--- src/rtl/cfgshim_pkg.sv ---
package cfgshim_pkg;

   typedef enum logic [1:0] {
      ACC_BYTE = 2'd0,
      ACC_HALF = 2'd1,
      ACC_WORD = 2'd2,
      ACC_WIDE = 2'd3
   } acc_size_e;

   localparam logic [31:0] IO_RANGE32_RST  = 32'h0000_0101;
   localparam logic [31:0] PF_RANGE64_RST  = 32'h0001_0001;
   localparam int          HDR_TYPE_LSB    = 16;
   localparam logic [6:0]  HDR_TYPE_BRIDGE = 7'h01;

endpackage

--- src/rtl/cfgshim_lanes.sv ---
module cfgshim_lanes
   import cfgshim_pkg::*;
(
   input  logic [31:0] base_dw,
   input  logic [31:0] new_data,
   input  logic [1:0]  size,
   input  logic [1:0]  lane,
   output logic [31:0] merged_dw,
   input  logic [31:0] rd_dw,
   output logic [31:0] rd_val
);

   for (genvar b = 0; b < 4; b++) begin : g_byte
      localparam logic [1:0] BI = 2'(b);
      logic       be;
      logic [7:0] src;
      always_comb begin
         case (acc_size_e'(size))
            ACC_BYTE: begin
               be  = (lane == BI);
               src = new_data[7:0];
            end
            ACC_HALF: begin
               be  = (lane[1] == BI[1]);
               src = new_data[8*(b%2) +: 8];
            end
            default: begin
               be  = 1'b1;
               src = new_data[8*b +: 8];
            end
         endcase
      end
      assign merged_dw[8*b +: 8] = be ? src : base_dw[8*b +: 8];
   end

   always_comb begin
      case (acc_size_e'(size))
         ACC_BYTE: rd_val = {24'h0, rd_dw[{lane, 3'b000} +: 8]};
         ACC_HALF: rd_val = lane[1] ? {16'h0, rd_dw[31:16]} : {16'h0, rd_dw[15:0]};
         default:  rd_val = rd_dw;
      endcase
   end

endmodule

--- src/rtl/cfgshim_shadow.sv ---
module cfgshim_shadow #(
   parameter int          SLOTS   = 10,
   parameter int          SLOT_W  = 4,
   parameter int          IO_SLOT = 3,
   parameter int          PF_SLOT = 5,
   parameter logic [31:0] IO_RST  = 32'h0,
   parameter logic [31:0] PF_RST  = 32'h0
) (
   input  logic              clk,
   input  logic              rst_n,
   input  logic              we,
   input  logic [SLOT_W-1:0] wslot,
   input  logic [31:0]       wdata,
   input  logic [SLOT_W-1:0] rslot,
   output logic [31:0]       rdata
);

   if (SLOTS < 2 || (1 << SLOT_W) < SLOTS) begin : g_bad_slots
      $error("cfgshim_shadow: SLOT_W too narrow for SLOTS");
   end

   logic [SLOTS*32-1:0] flat;

   for (genvar s = 0; s < SLOTS; s++) begin : g_slot
      localparam logic [31:0] RST = (s == IO_SLOT) ? IO_RST :
                                    (s == PF_SLOT) ? PF_RST : 32'h0;
      logic [31:0] q;
      always_ff @(posedge clk) begin
         if (!rst_n)                           q <= RST;
         else if (we && wslot == SLOT_W'(s))   q <= wdata;
      end
      assign flat[s*32 +: 32] = q;
   end

   always_comb begin
      rdata = 32'h0;
      for (int s = 0; s < SLOTS; s++)
         if (rslot == SLOT_W'(s)) rdata = flat[s*32 +: 32];
   end

   assert_slot_in_range_R1: assert property (@(posedge clk) disable iff (!rst_n)
      we |-> (int'(wslot) < SLOTS));

endmodule

--- src/rtl/cfgshim_patch.sv ---
module cfgshim_patch
   import cfgshim_pkg::*;
#(
   parameter int DW_W       = 10,
   parameter int HDR_DW     = 3,
   parameter int RC_DW      = 55,
   parameter int RV_EN_BIT  = 4,
   parameter int RV_CAP_BIT = 16
) (
   input  logic [31:0]     raw,
   input  logic [DW_W-1:0] dw,
   input  logic            rv_flag,
   output logic [31:0]     patched
);

   always_comb begin
      patched = raw;
      if (dw == DW_W'(HDR_DW))
         patched[HDR_TYPE_LSB +: 7] = HDR_TYPE_BRIDGE;
      if (dw == DW_W'(RC_DW)) begin
         patched[RV_EN_BIT]  = raw[RV_EN_BIT] | rv_flag;
         patched[RV_CAP_BIT] = 1'b1;
      end
   end

endmodule

--- src/rtl/cfg_bridge_hdr_shim.sv ---
module cfg_bridge_hdr_shim
   import cfgshim_pkg::*;
#(
   parameter int OFFS_W     = 12,
   parameter int HDR_DW     = 3,
   parameter int SH_FIRST   = 4,
   parameter int SH_LAST    = 12,
   parameter int SH_EXTRA   = 14,
   parameter int BAR_A_DW   = 4,
   parameter int BAR_B_DW   = 5,
   parameter int SECBUS_DW  = 6,
   parameter int IO_DW      = 7,
   parameter int PF_DW      = 9,
   parameter int RC_DW      = 55,
   parameter int RV_EN_BIT  = 4,
   parameter int RV_CAP_BIT = 16
) (
   input  logic              clk,
   input  logic              rst_n,
   input  logic              req_valid,
   input  logic              req_write,
   input  logic [1:0]        req_size,
   input  logic [OFFS_W-1:0] req_offset,
   input  logic [31:0]       req_wdata,
   output logic              done,
   output logic [31:0]       rdata,
   output logic              nat_rd_en,
   output logic              nat_wr_en,
   output logic [OFFS_W-1:0] nat_addr,
   output logic [31:0]       nat_wdata,
   input  logic [31:0]       nat_rdata,
   output logic [7:0]        sec_bus,
   output logic              retry_vis_en
);

   localparam int DW_W     = OFFS_W - 2;
   localparam int SH_SLOTS = SH_LAST - SH_FIRST + 2;
   localparam int SLOT_W   = $clog2(SH_SLOTS);

   if (OFFS_W < 8 || (RC_DW >> (DW_W)) != 0) begin : g_bad_offs
      $error("cfg_bridge_hdr_shim: OFFS_W too narrow for the header map");
   end
   if (SH_EXTRA <= SH_LAST || SH_FIRST > SH_LAST) begin : g_bad_window
      $error("cfg_bridge_hdr_shim: shadow window ordering is invalid");
   end
   if (RV_EN_BIT > 31 || RV_CAP_BIT > 31) begin : g_bad_bits
      $error("cfg_bridge_hdr_shim: retry-visibility bit out of range");
   end

   // request-cycle decode
   logic              accept;
   logic [DW_W-1:0]   req_dw;
   logic              req_hit;
   logic [SLOT_W-1:0] req_slot;
   logic [31:0]       sh_rdata;

   assign accept   = req_valid && !done;
   assign req_dw   = req_offset[OFFS_W-1:2];
   assign req_hit  = (req_dw >= DW_W'(SH_FIRST) && req_dw <= DW_W'(SH_LAST)) ||
                     (req_dw == DW_W'(SH_EXTRA));
   assign req_slot = (req_dw == DW_W'(SH_EXTRA)) ? SLOT_W'(SH_SLOTS - 1)
                                                 : SLOT_W'(req_dw - DW_W'(SH_FIRST));

   // captured access
   logic              wb_q, wr_q, hit_q;
   logic [1:0]        size_q;
   logic [OFFS_W-1:0] off_q;
   logic [31:0]       wdata_q, old_q;
   logic [SLOT_W-1:0] slot_q;
   logic [DW_W-1:0]   dw_q;

   always_ff @(posedge clk) begin
      if (!rst_n) begin
         wb_q    <= 1'b0;
         wr_q    <= 1'b0;
         hit_q   <= 1'b0;
         size_q  <= 2'd0;
         off_q   <= '0;
         wdata_q <= 32'h0;
         old_q   <= 32'h0;
         slot_q  <= '0;
      end else begin
         wb_q <= accept;
         if (accept) begin
            wr_q    <= req_write;
            hit_q   <= req_hit;
            size_q  <= req_size;
            off_q   <= req_offset;
            wdata_q <= req_wdata;
            slot_q  <= req_slot;
            old_q   <= req_hit ? sh_rdata : nat_rdata;
         end
      end
   end

   assign dw_q = off_q[OFFS_W-1:2];
   assign done = wb_q;

   // lane merge and read extraction
   logic [31:0] merged, patched;

   cfgshim_lanes u_lanes (
      .base_dw   (old_q),
      .new_data  (wdata_q),
      .size      (size_q),
      .lane      (off_q[1:0]),
      .merged_dw (merged),
      .rd_dw     (patched),
      .rd_val    (rdata)
   );

   cfgshim_patch #(
      .DW_W       (DW_W),
      .HDR_DW     (HDR_DW),
      .RC_DW      (RC_DW),
      .RV_EN_BIT  (RV_EN_BIT),
      .RV_CAP_BIT (RV_CAP_BIT)
   ) u_patch (
      .raw     (old_q),
      .dw      (dw_q),
      .rv_flag (retry_vis_en),
      .patched (patched)
   );

   // shadow store, BAR dwords forced to zero
   logic        commit, bar_q, sh_we;
   logic [31:0] sh_wdata;

   assign commit   = wb_q && wr_q;
   assign bar_q    = (dw_q == DW_W'(BAR_A_DW)) || (dw_q == DW_W'(BAR_B_DW)) ||
                     (dw_q == DW_W'(SH_EXTRA));
   assign sh_we    = commit && hit_q;
   assign sh_wdata = bar_q ? 32'h0 : merged;

   cfgshim_shadow #(
      .SLOTS   (SH_SLOTS),
      .SLOT_W  (SLOT_W),
      .IO_SLOT (IO_DW - SH_FIRST),
      .PF_SLOT (PF_DW - SH_FIRST),
      .IO_RST  (IO_RANGE32_RST),
      .PF_RST  (PF_RANGE64_RST)
   ) u_shadow (
      .clk   (clk),
      .rst_n (rst_n),
      .we    (sh_we),
      .wslot (slot_q),
      .wdata (sh_wdata),
      .rslot (req_slot),
      .rdata (sh_rdata)
   );

   // native port
   assign nat_rd_en = accept && !req_hit;
   assign nat_wr_en = commit && !hit_q;
   assign nat_addr  = wb_q ? {dw_q, 2'b00} : {req_dw, 2'b00};
   assign nat_wdata = merged;

   // snooped state for neighbours
   logic secbus_ld, rv_ld;

   assign secbus_ld = commit && (dw_q == DW_W'(SECBUS_DW)) &&
                      ((acc_size_e'(size_q) == ACC_WORD) || (acc_size_e'(size_q) == ACC_WIDE) ||
                       (acc_size_e'(size_q) == ACC_HALF && !off_q[1]) ||
                       (acc_size_e'(size_q) == ACC_BYTE && off_q[1:0] == 2'd1));
   assign rv_ld     = commit && (dw_q == DW_W'(RC_DW));

   always_ff @(posedge clk) begin
      if (!rst_n) begin
         sec_bus      <= 8'h0;
         retry_vis_en <= 1'b0;
      end else begin
         if (secbus_ld) sec_bus      <= merged[15:8];
         if (rv_ld)     retry_vis_en <= merged[RV_EN_BIT];
      end
   end

   assert_done_single_R10: assert property (@(posedge clk) disable iff (!rst_n)
      done |=> !done);

   assert_done_after_req_R10: assert property (@(posedge clk) disable iff (!rst_n)
      done |-> $past(req_valid));

   assert_rd_outside_done_R1: assert property (@(posedge clk) disable iff (!rst_n)
      nat_rd_en |-> !done);

   assert_wr_isolated_R1: assert property (@(posedge clk) disable iff (!rst_n)
      nat_wr_en |=> !nat_wr_en);

   assert_secbus_on_write_R9: assert property (@(posedge clk) disable iff (!rst_n)
      !$stable(sec_bus) |-> $past(done && wr_q && dw_q == DW_W'(SECBUS_DW)));

   assert_rv_on_write_R4: assert property (@(posedge clk) disable iff (!rst_n)
      !$stable(retry_vis_en) |-> $past(done && wr_q && dw_q == DW_W'(RC_DW)));

endmodule

--- config.mk ---
export PLATFORM = sky130hd
export DESIGN_NAME = cfg_bridge_hdr_shim
export DESIGN_NICKNAME = d
export VERILOG_FILES = /design/src/rtl/cfgshim_pkg.sv /design/src/rtl/cfgshim_lanes.sv /design/src/rtl/cfgshim_shadow.sv /design/src/rtl/cfgshim_patch.sv /design/src/rtl/cfg_bridge_hdr_shim.sv
export SDC_FILE = /design/constraint.sdc
export NUM_CORES = 1
export LEC_CHECK = 0
export BUFFER_PORTS_ARGS = -buffer_cell sky130_fd_sc_hd__buf_2
export CORE_ASPECT_RATIO = 0.6
export CORE_MARGIN = 4
export CORE_UTILIZATION = 45
export CTS_CLUSTER_DIAMETER = 200
export DETAILED_ROUTE_END_ITERATION = 10
export GPL_TIMING_DRIVEN = 1
export HOLD_SLACK_MARGIN = 0.06
export SYNTH_ARGS = -nofsm -noshare
export SYNTH_HDL_FRONTEND = slang
export SYNTH_SLANG_ARGS = --single-unit
--- constraint.sdc ---
create_clock -name clk -period 3.1 [get_ports clk]
set_clock_uncertainty 0.1 [all_clocks]
set_input_delay 0.62 -clock clk [delete_from_list [all_inputs] [get_ports clk]]
set_output_delay 0.62 -clock clk [all_outputs]
set_load 0.02 [all_outputs]
# After elaboration in Yosys (flattened, before gate mapping)
# Index checks and enable logic that the tools add are counted.
[op_classes] addsub=1 n_shift=1 n_bitwise=2 muxes=30 reduce_logical=36 eq_ne=31 magnitude_cmp=2
[ops] cell="$mux W32" n=12
[ops] cell="$pmux W32 S2" n=1
[ops] cell="$mux W8" n=6
[ops] cell="$eq A4 B3 Y1 const B" n=8
[ops] cell="$shiftx A32 B6 Y8" n=1
[ops] cell="$eq A10 B3 Y1 const B" n=3
[ops] cell="$logic_and A1 B1 Y1" n=21
[ops] cell="$eq A10 B4 Y1 const B" n=2
[ops] cell="$eq A4 B2 Y1 const B" n=4
[ops] cell="$eq A4 B4 Y1 const B" n=4
[ops] cell="$mux W16" n=1
[ops] cell="$pmux W8 S2" n=1
[ops] cell="$mux W12" n=1
[ops] cell="$eq A10 B2 Y1 const B" n=1
[ops] cell="$eq A10 B6 Y1 const B" n=1
[ops] cell="$ge A10 B3 Y1 const B" n=1
[ops] cell="$le A10 B4 Y1 const B" n=1
[ops] cell="$eq A2 B2 Y1 const B" n=4
[ops] cell="$eq A4 B1 Y1 const B" n=2
[ops] cell="$logic_not A4 Y1" n=2
[ops] cell="$pmux W1 S2" n=4
[ops] cell="$mux W7" n=1
[ops] cell="$logic_or A1 B1 Y1" n=6
[ops] cell="$eq A2 B1 Y1 const B" n=2
[ops] cell="8 further kinds" n=13
[totals] output_inout_bits=88 regBits=414 in_bits=82 word_cells=123

# Longest topological paths before layout
# Gate-level depths: netlist (run 1).
[logic_depth] ltp_word=14 depth_mapped=10

# By module
# From an unflattened synthesis (run 1), not the netlist that was laid out.
[hier_totals] hier_cells=2630 area_unflattened_um2=21036.4
[modules_own_cells] module="cfgshim_shadow" instances=1 seq_area_each_um2=6406.1 cells_per_inst=1905 area_per_inst_um2=15332.2
[modules_own_cells] module="cfg_bridge_hdr_shim" instances=1 seq_area_each_um2=1881.8 cells_per_inst=537 area_per_inst_um2=4152.7
[modules_own_cells] module="cfgshim_lanes" instances=1 seq_area_each_um2=0.0 cells_per_inst=150 area_per_inst_um2=1253.7
[modules_own_cells] module="cfgshim_patch" instances=1 seq_area_each_um2=0.0 cells_per_inst=38 area_per_inst_um2=297.8

# Least setup slack after synthesis (run 1)
# Ideal clock, no wire load.
[synth_path] path_type="reg2out" start="register size_q[1]" end="output rdata[4]" path_stages_with_launch=7 slack_ps=470 n_path_buf=4 arrival_ps=1910 cell_sequence="dfxtp_1 clkbuf_1 buf_2 buf_1 clkbuf_1 a2111oi_0 a311oi_1"
[synth_via] elab_chain_len=2 elab_cells_between_ends=3 cone_classes="1 x eq/ne; 1 x mux; 1 x reduce/logical"
[synth_lines] item="start: declaration" line="cfg_bridge_hdr_shim.sv:66" text="logic [1:0] size_q;"
[synth_lines] item="start signal: assignment" line="cfg_bridge_hdr_shim.sv:87" text="size_q <= req_size;"
[synth_lines] item="$eq A2 B1 Y1 / $logic_not A2 Y1 (equally long branches)" line="cfgshim_lanes.sv:37" text="case (acc_size_e'(size))"
[synth_lines] item="$pmux W32 S2 *" line="cfgshim_lanes.sv:37"
[synth_lines] item="end: declaration" line="cfg_bridge_hdr_shim.sv:26" text="output logic [31:0] rdata,"
# Mark *: on every way between the ends. The rest lies on a longest branch, timed or not.

# Worst setup path in the final report (run 1)
[layout_path] start="register size_q[0]" end="output nat_wdata[20]"
[layout_via] elab_chain_len=4 elab_cells_between_ends=6 cone_classes="1 x eq/ne; 3 x mux; 2 x reduce/logical"
[layout_lines] item="$eq A2 B1 Y1 / $logic_not A2 Y1 (equally long branches)" line="cfgshim_lanes.sv:18" text="case (acc_size_e'(size))"
[layout_lines] item="$reduce_or A2 Y1 (no source line)"
[layout_lines] item="$mux W8" line="cfgshim_lanes.sv:18"
[layout_lines] item="$mux W8 *" line="cfgshim_lanes.sv:33" text="assign merged_dw[8*b +: 8] = be ? src : base_dw[8*b +: 8];"
[layout_lines] item="end: declaration" line="cfg_bridge_hdr_shim.sv:30" text="output logic [31:0] nat_wdata,"
# Marks and branches as above.

==> results of run 1 <==
flip-flops by register name, summed over array words and instances, names as in the netlist, 2 cells and up:
signal	cells
off_q	12
slot_q	4
u_shadow.g_slot.q	320
size_q	2
sec_bus	8
wdata_q	32
old_q	32
area by class of cell:
class,count,area (sq um)
Clock buffer,64,1222
Clock inverter,8,72.57
Fill cell,4287,21020
Inverter,54,210.2
Multi-Input combinational cell,1791,11260
Sequential cell,414,8295
Tap cell,620,775.7
Timing Repair Buffer,347,2338
timing repair:
item / CTS / global route
pin swaps: 1 / 6
endpoints found under the setup margin: 48 / 24
gates cloned: 0 / 0
buffers inserted: 1 / 5
resized for setup: 13 / 12
stage by stage:
stage          instance area (sq um)  total power [mW]  std cells  utilization (%)
3_5_place_dp                   22730             7.257       3220            50.30
4_1_cts                        24090             12.17       3293            53.31
6_report                       24180             12.18       3298            53.50
3_3_place_gp                   22730             7.250       3220            50.30
5_1_grt                        24180             12.54       3298            53.50
2_1_floorplan                  20760             6.496       2549                -
per-layer routing:
metal | share of wire, % | global-route usage (%)
met1 | 44 | 46.97
met4 | 2.7 | 7.644
met5 | 0 | 0
met2 | 41 | 46.64
met3 | 12 | 10.07
cell families after synthesis:
group | after synthesis
buffers and inverters | 344
multiplexers | 140
flip-flops | 414
adder cells (fa/ha/maj) | 4
AO/OA/AOI/OAI | 779
AND/OR/NAND/NOR | 866
other | 1
worst max-delay path, cell delays in order, from the launching register on:
cell and delay [ps]:
dfxtp_1 450, nand2b_1 340, nand3_1 240, a31oi_1 550, buf_2 270
power breakdown:
part	total, mW	internal (mW)	switching (mW)
Clock	4.95	2.72	2.23
Combinational	1.71	0.593	1.11
Sequential	5.52	5.38	0.136
cells in the mapped netlist (all sizes together) (30+ instances only):
cell,count,area share [%]
a22oi,114,4.1
nand2b,42,1.3
mux2i,95,4.6
a211oi,67,2.5
a31oi,41,1.2
inv,53,0.96
nand3,46,1.1
nor2,272,4.9
nand4,62,1.9
a32oi,31,1.3
or3,80,2.4
a21oi,168,4.0
o21ai,57,1.4
o211ai,47,1.8
nand2,285,5.2
dfxtp,414,40
buf,58,1.4
a2bb2oi,57,2.4
a21boi,30,1.1
o31a,31,1.3
a211o,31,1.3
clkbuf,232,4.2
o32ai,31,1.3
o21a,43,1.6
mux2,45,2.4
worst max path at each step:
stage                  start             to
2_1_floorplan      size_q[1]       rdata[4]
3_3_place_gp   req_offset[4]      old_q[12]
3_5_place_dp   req_offset[4]      old_q[12]
4_1_cts            size_q[0]  nat_wdata[24]
5_1_grt            off_q[11]       rdata[4]
6_report           size_q[0]  nat_wdata[20]
==> results.py, run 1 <==
metrics = {
    "run_status": {
        "status": "finished, violations left",
        "violations": "negative setup slack",
    },
    "worst_setup_path": {
        "end_kind": "output port",
        "r2r-end": "u_shadow.g_slot[0].q[17]",
        "crit_arrival_ps": 2410,
        "worstPathMaxFanout": 8,
        "rr_worst_depth": 6,
        "crit_path_start_kind": "flop",
        "timing.rr.start": "off_q[2]",
        "setup.worst_path.class": "reg2out",
        "ff2ff_setup_slack_ps": 300,
        "required_ps": 2380,
    },
    "floorplan": {
        "die_x_microns": 285.3,
        "row_count": 60,
        "ioPinCount": 170,
        "initial_core_util_pct": 45.94,
        "fp.dieH_microns": 174.4,
        "die_area_sq_mm": 0.04975,
        "coreArea_sq_mm": 0.04519,
    },
    "placement": {
        "place_congestion": 0.9612,
        "post-place-ws_ps": 168.8,
        "numPortBuffers": 167,
        "hpwl_microns": 59900,
    },
    "timing": {
        "finalMaxSlewViolations": 0,
        "postLayoutSetupSlackWorst_ps": -25.06,
        "hold_ws_ps": 202.5,
        "period_minus_slack_ps": 3125,
        "hold_violations": 0,
        "setup_viol": 3,
        "fmaxAchievable_ghz": 0.3200,
        "relSlewSlack_pct": 7.764,
        "worst_pin_slew_ps": 1378,
        "fin_crit_sh_pct": 100.8,
        "fin_tns_setup_ps": -56.15,
    },
    "cts": {
        "clk_latency_ps": 570,
        "clk_pin_slew_ps": 60,
        "ctsHoldBuffers": 0,
        "cts_htree_levels": 2,
        "cts_root_buf": "clkbuf_16",
        "tritoncts": "done",
        "cts_inserted_buffers": 41,
        "cts_max_path_buffers": 3,
        "cts_sinks": 414,
    },
    "yosys": {
        "synthSimpleGateAreaFrac_pct": 19.48,
        "synth-edff-count": 0,
        "synth-compound-area-share_pct": 26.76,
        "yosysWarnings": 0,
        "synth_seq_cells": 414,
        "synthXorXnorAreaFrac_pct": 0,
        "ys.flop_type": "dfxtp_1",
        "ys_seq_area_share_pct": 39.92,
        "synth_cells": 2548,
        "synthAdderAreaFrac_pct": 0.2411,
        "synthArstFlopShare_pct": 0,
        "syn_area_sq_mm": 0.02076,
        "synth.area.mux_share_pct": 7.021,
        "synth_cell_type_count": 70,
        "syn_area_per_cell_sq_um": 8.148,
        "synth_top_family_by_area": "compound AO/OA/AOI/OAI gates",
    },
    "routing": {
        "firstDrtPassIters": 7,
        "wl_per_cell_microns": 25.57,
        "vias": 20900,
        "first_iter_violations": 2376,
        "drc": 0,
        "ant_nets": 0,
        "wl_microns": 84340,
        "avgViaCountPerCell": 6.338,
    },
    "hold_path": {
        "hold_end": "wdata_q[26]",
        "hold_class": "in2reg",
        "min_from": "req_wdata[26]",
        "hold_depth": 3,
    },
    "power_and_ir_drop": {
        "power.density_mw_per_mm2": 503.7,
        "p_leak_nw": 9.425,
        "ir_worst_vdd_mv": 0.3167,
    },
    "global_route": {
        "gr-usage-all-layers_pct": 32.34,
        "grt_max_degree": 104,
        "grt_pass1_wl_microns": 124300,
        "grt_pass1_vias": 19240,
        "antenna_found_initial": 1,
        "grt_remaining_overflow": 0,
    },
    "flow_run": {
        "max_cap_violations": 0,
    },
    "cells_and_area": {
        "drive_gt1_share_pct": 18.00,
        "nets": 2735,
        "syn_to_final_growth_pct": 16.45,
        "layout_commonest_cell": "dfxtp_1",
        "num_antenna_cells": 0,
        "most-common-layout-cells": "dfxtp_1 (412), nand2_1 (284), nor2_1 (270)",
    },
}
Power figures use the tool's default switching activity.
==> inputs of run 2 (changes only) <==
Settings changed: CORE_UTILIZATION 45 to 25.
==> results.py, run 2 (synthesis gave the netlist of run 1 again) <==
metrics = {
    "global_route": {
        "grt_pass1_wl_microns": 125500,
        "antenna_found_initial": 0,
        "grtUsageMet2_pct": 24.99,
        "grt-busiest-layer": "met1",
        "gr-usage-all-layers_pct": 18.65,
        "grt_pass1_vias": 18420,
        "grt_remaining_overflow": 0,
        "grt_use_met1_pct": 28.31,
        "grt_max_degree": 116,
        "met3_usage_pct": 6.206,
    },
    "cells_and_area": {
        "top_regs": "u_shadow.g_slot.q (320), old_q (32), wdata_q (32)",
        "nets": 2698,
        "ff_latch_area_sq_mm": 0.008295,
        "stdcell_count": 3723,
        "drive_gt1_share_pct": 17.37,
        "regMostFlops": "u_shadow.g_slot.q",
        "syn_to_final_growth_pct": 18.77,
        "fillers": 8644,
        "largest_reg_flops": 320,
        "multi_input_area_sq_mm": 0.01129,
        "most-common-layout-cells": "dfxtp_1 (410), nand2_1 (284), nor2_1 (270)",
        "layout_commonest_cell": "dfxtp_1",
    },
    "power_and_ir_drop": {
        "finalPower_mw": 12.41,
        "ir_worst_vdd_mv": 0.3038,
        "p_seq_share_pct": 44.4,
        "p_sw_mw": 3.551,
        "p_sw_share_pct": 28.63,
        "power.density_mw_per_mm2": 503.1,
        "p_leak_nw": 9.328,
        "pwr-share-comb_pct": 13.5,
        "p_clk_share_pct": 42.1,
        "internal-power_mw": 8.854,
    },
    "cts": {
        "tritoncts": "done",
        "cts_max_path_buffers": 3,
        "cts_inserted_buffers": 38,
        "cts_root_buf": "clkbuf_16",
        "clk_latency_ps": 590,
        "cts_htree_levels": 2,
        "cts_sinks": 414,
        "clk_pin_slew_ps": 70,
        "ctsHoldBuffers": 0,
    },
    "worst_setup_path": {
        "path_depth": 5,
        "worstPathCellList": "or4_1, nor3_4, a21oi_1, a311oi_1, buf_2",
        "end_kind": "output port",
        "crit_path_start_kind": "flop",
        "critical_path.top_delay_family": "simple AND/OR/NAND/NOR gates",
        "worstPathMaxFanout": 4,
        "path_buf_inv": 1,
        "rr_worst_depth": 6,
        "setup.worst_path.class": "reg2out",
        "required_ps": 2380,
        "cp_slowest_cell": "or4_1",
        "crit_arrival_ps": 2380,
        "slowest_delay_ps": 600,
    },
    "routing": {
        "firstDrtPassIters": 5,
        "ant_nets": 0,
        "wl_microns": 86110,
        "drc": 0,
        "avgViaCountPerCell": 5.534,
        "wl_per_cell_microns": 23.13,
        "first_iter_violations": 2837,
        "vias": 20600,
    },
    "placement": {
        "hpwl_microns": 60180,
        "dp.cells": 3650,
        "place_congestion": 0.9443,
        "numPortBuffers": 167,
    },
    "timing": {
        "hold_violations": 0,
        "worst_pin_slew_ps": 1151,
        "finalMaxSlewViolations": 0,
        "fin_crit_sh_pct": 99.95,
        "relSlewSlack_pct": 22.97,
        "fin_tns_setup_ps": 0,
        "rsz0062_at_grt": "true",
        "setup_viol": 0,
        "fmaxAchievable_ghz": 0.3227,
        "period_minus_slack_ps": 3099,
    },
    "hold_path": {
        "hold_class": "in2reg",
        "hold_depth": 3,
    },
    "run_status": {
        "status": "completed",
    },
    "floorplan": {
        "die_area_sq_mm": 0.08787,
        "row_count": 81,
        "die_x_microns": 380.0,
        "fp.dieH_microns": 231.2,
        "initial_core_util_pct": 25.35,
        "coreArea_sq_mm": 0.08189,
        "ioPinCount": 170,
    },
    "flow_run": {
        "max_cap_violations": 0,
    },
}
[run 2: area by class of cell]
class | count | area share [%]
flip-flops and latches | 414 | 33.64
repair buffers | 313 | 8.789
inverters | 54 | 0.8525
diodes | 2 | 0.02030
well taps | 1079 | 5.475
clock inverters | 17 | 0.7865
clock buffers | 53 | 4.628
multi-input cells | 1791 | 45.81
[run 2: path summary, 6_finish.rpt]
kind                       startpoint                  endpoint  slack [ps]
max                         off_q[11]                  rdata[4]           1
min                       req_size[0]                 size_q[0]         170
max reg2reg                      wr_q  u_shadow.g_slot[5].q[22]         240
min reg2reg  u_shadow.g_slot[4].q[27]  u_shadow.g_slot[4].q[27]         350
[run 2: stage by stage]
step | setup slack (ps) | instance area (sq um) | hold WS (ps) | utilization [%]
final | 1.496 | 24660 | 173.7 | 30.11
after global routing | -60.30 | 24650 | 182.9 | 30.10
after CTS | 10.97 | 24620 | 165.3 | 30.06
after detailed placement | 159.3 | 23220 | 347.0 | 28.36
after global placement | 257.3 | 23220 | 342.8 | 28.36
after floorplan | 470.4 | 20760 | 332.9 | -
[run 2: layer usage]
layer | part of all wire (%) | vias to the layer above
li1 | - | 9309
met1 | 47 | 10090
met2 | 39 | 1101
met3 | 12 | 98
met4 | 1.8 | 2
met5 | 0.17 | -
[run 2: power groups by stage]
stage                     registers, mW  clock network (mW)  logic [mW]
after global routing               5.51                5.50        1.76
after global placement             5.62                   0        1.62
after floorplan                    5.55                   0       0.946
final                              5.51                5.23        1.67
after CTS                          5.50                5.28        1.64
after detailed placement           5.62                   0        1.62
[run 2: worst min-delay path: cells and delay by family]
kind | cells | cell delay [ps]
buffers and inverters | 1 | 100
AOI/OAI and AO/OA | 1 | 50
and+or+nand+nor | 1 | 40
[run 2: what timing repair did]
item,4_1_cts,5_1_grt
hold endpoints to repair,0,0
setup endpoints to repair,37,26
pin swaps,2,0
setup buffers,1,0
resized for setup,13,11
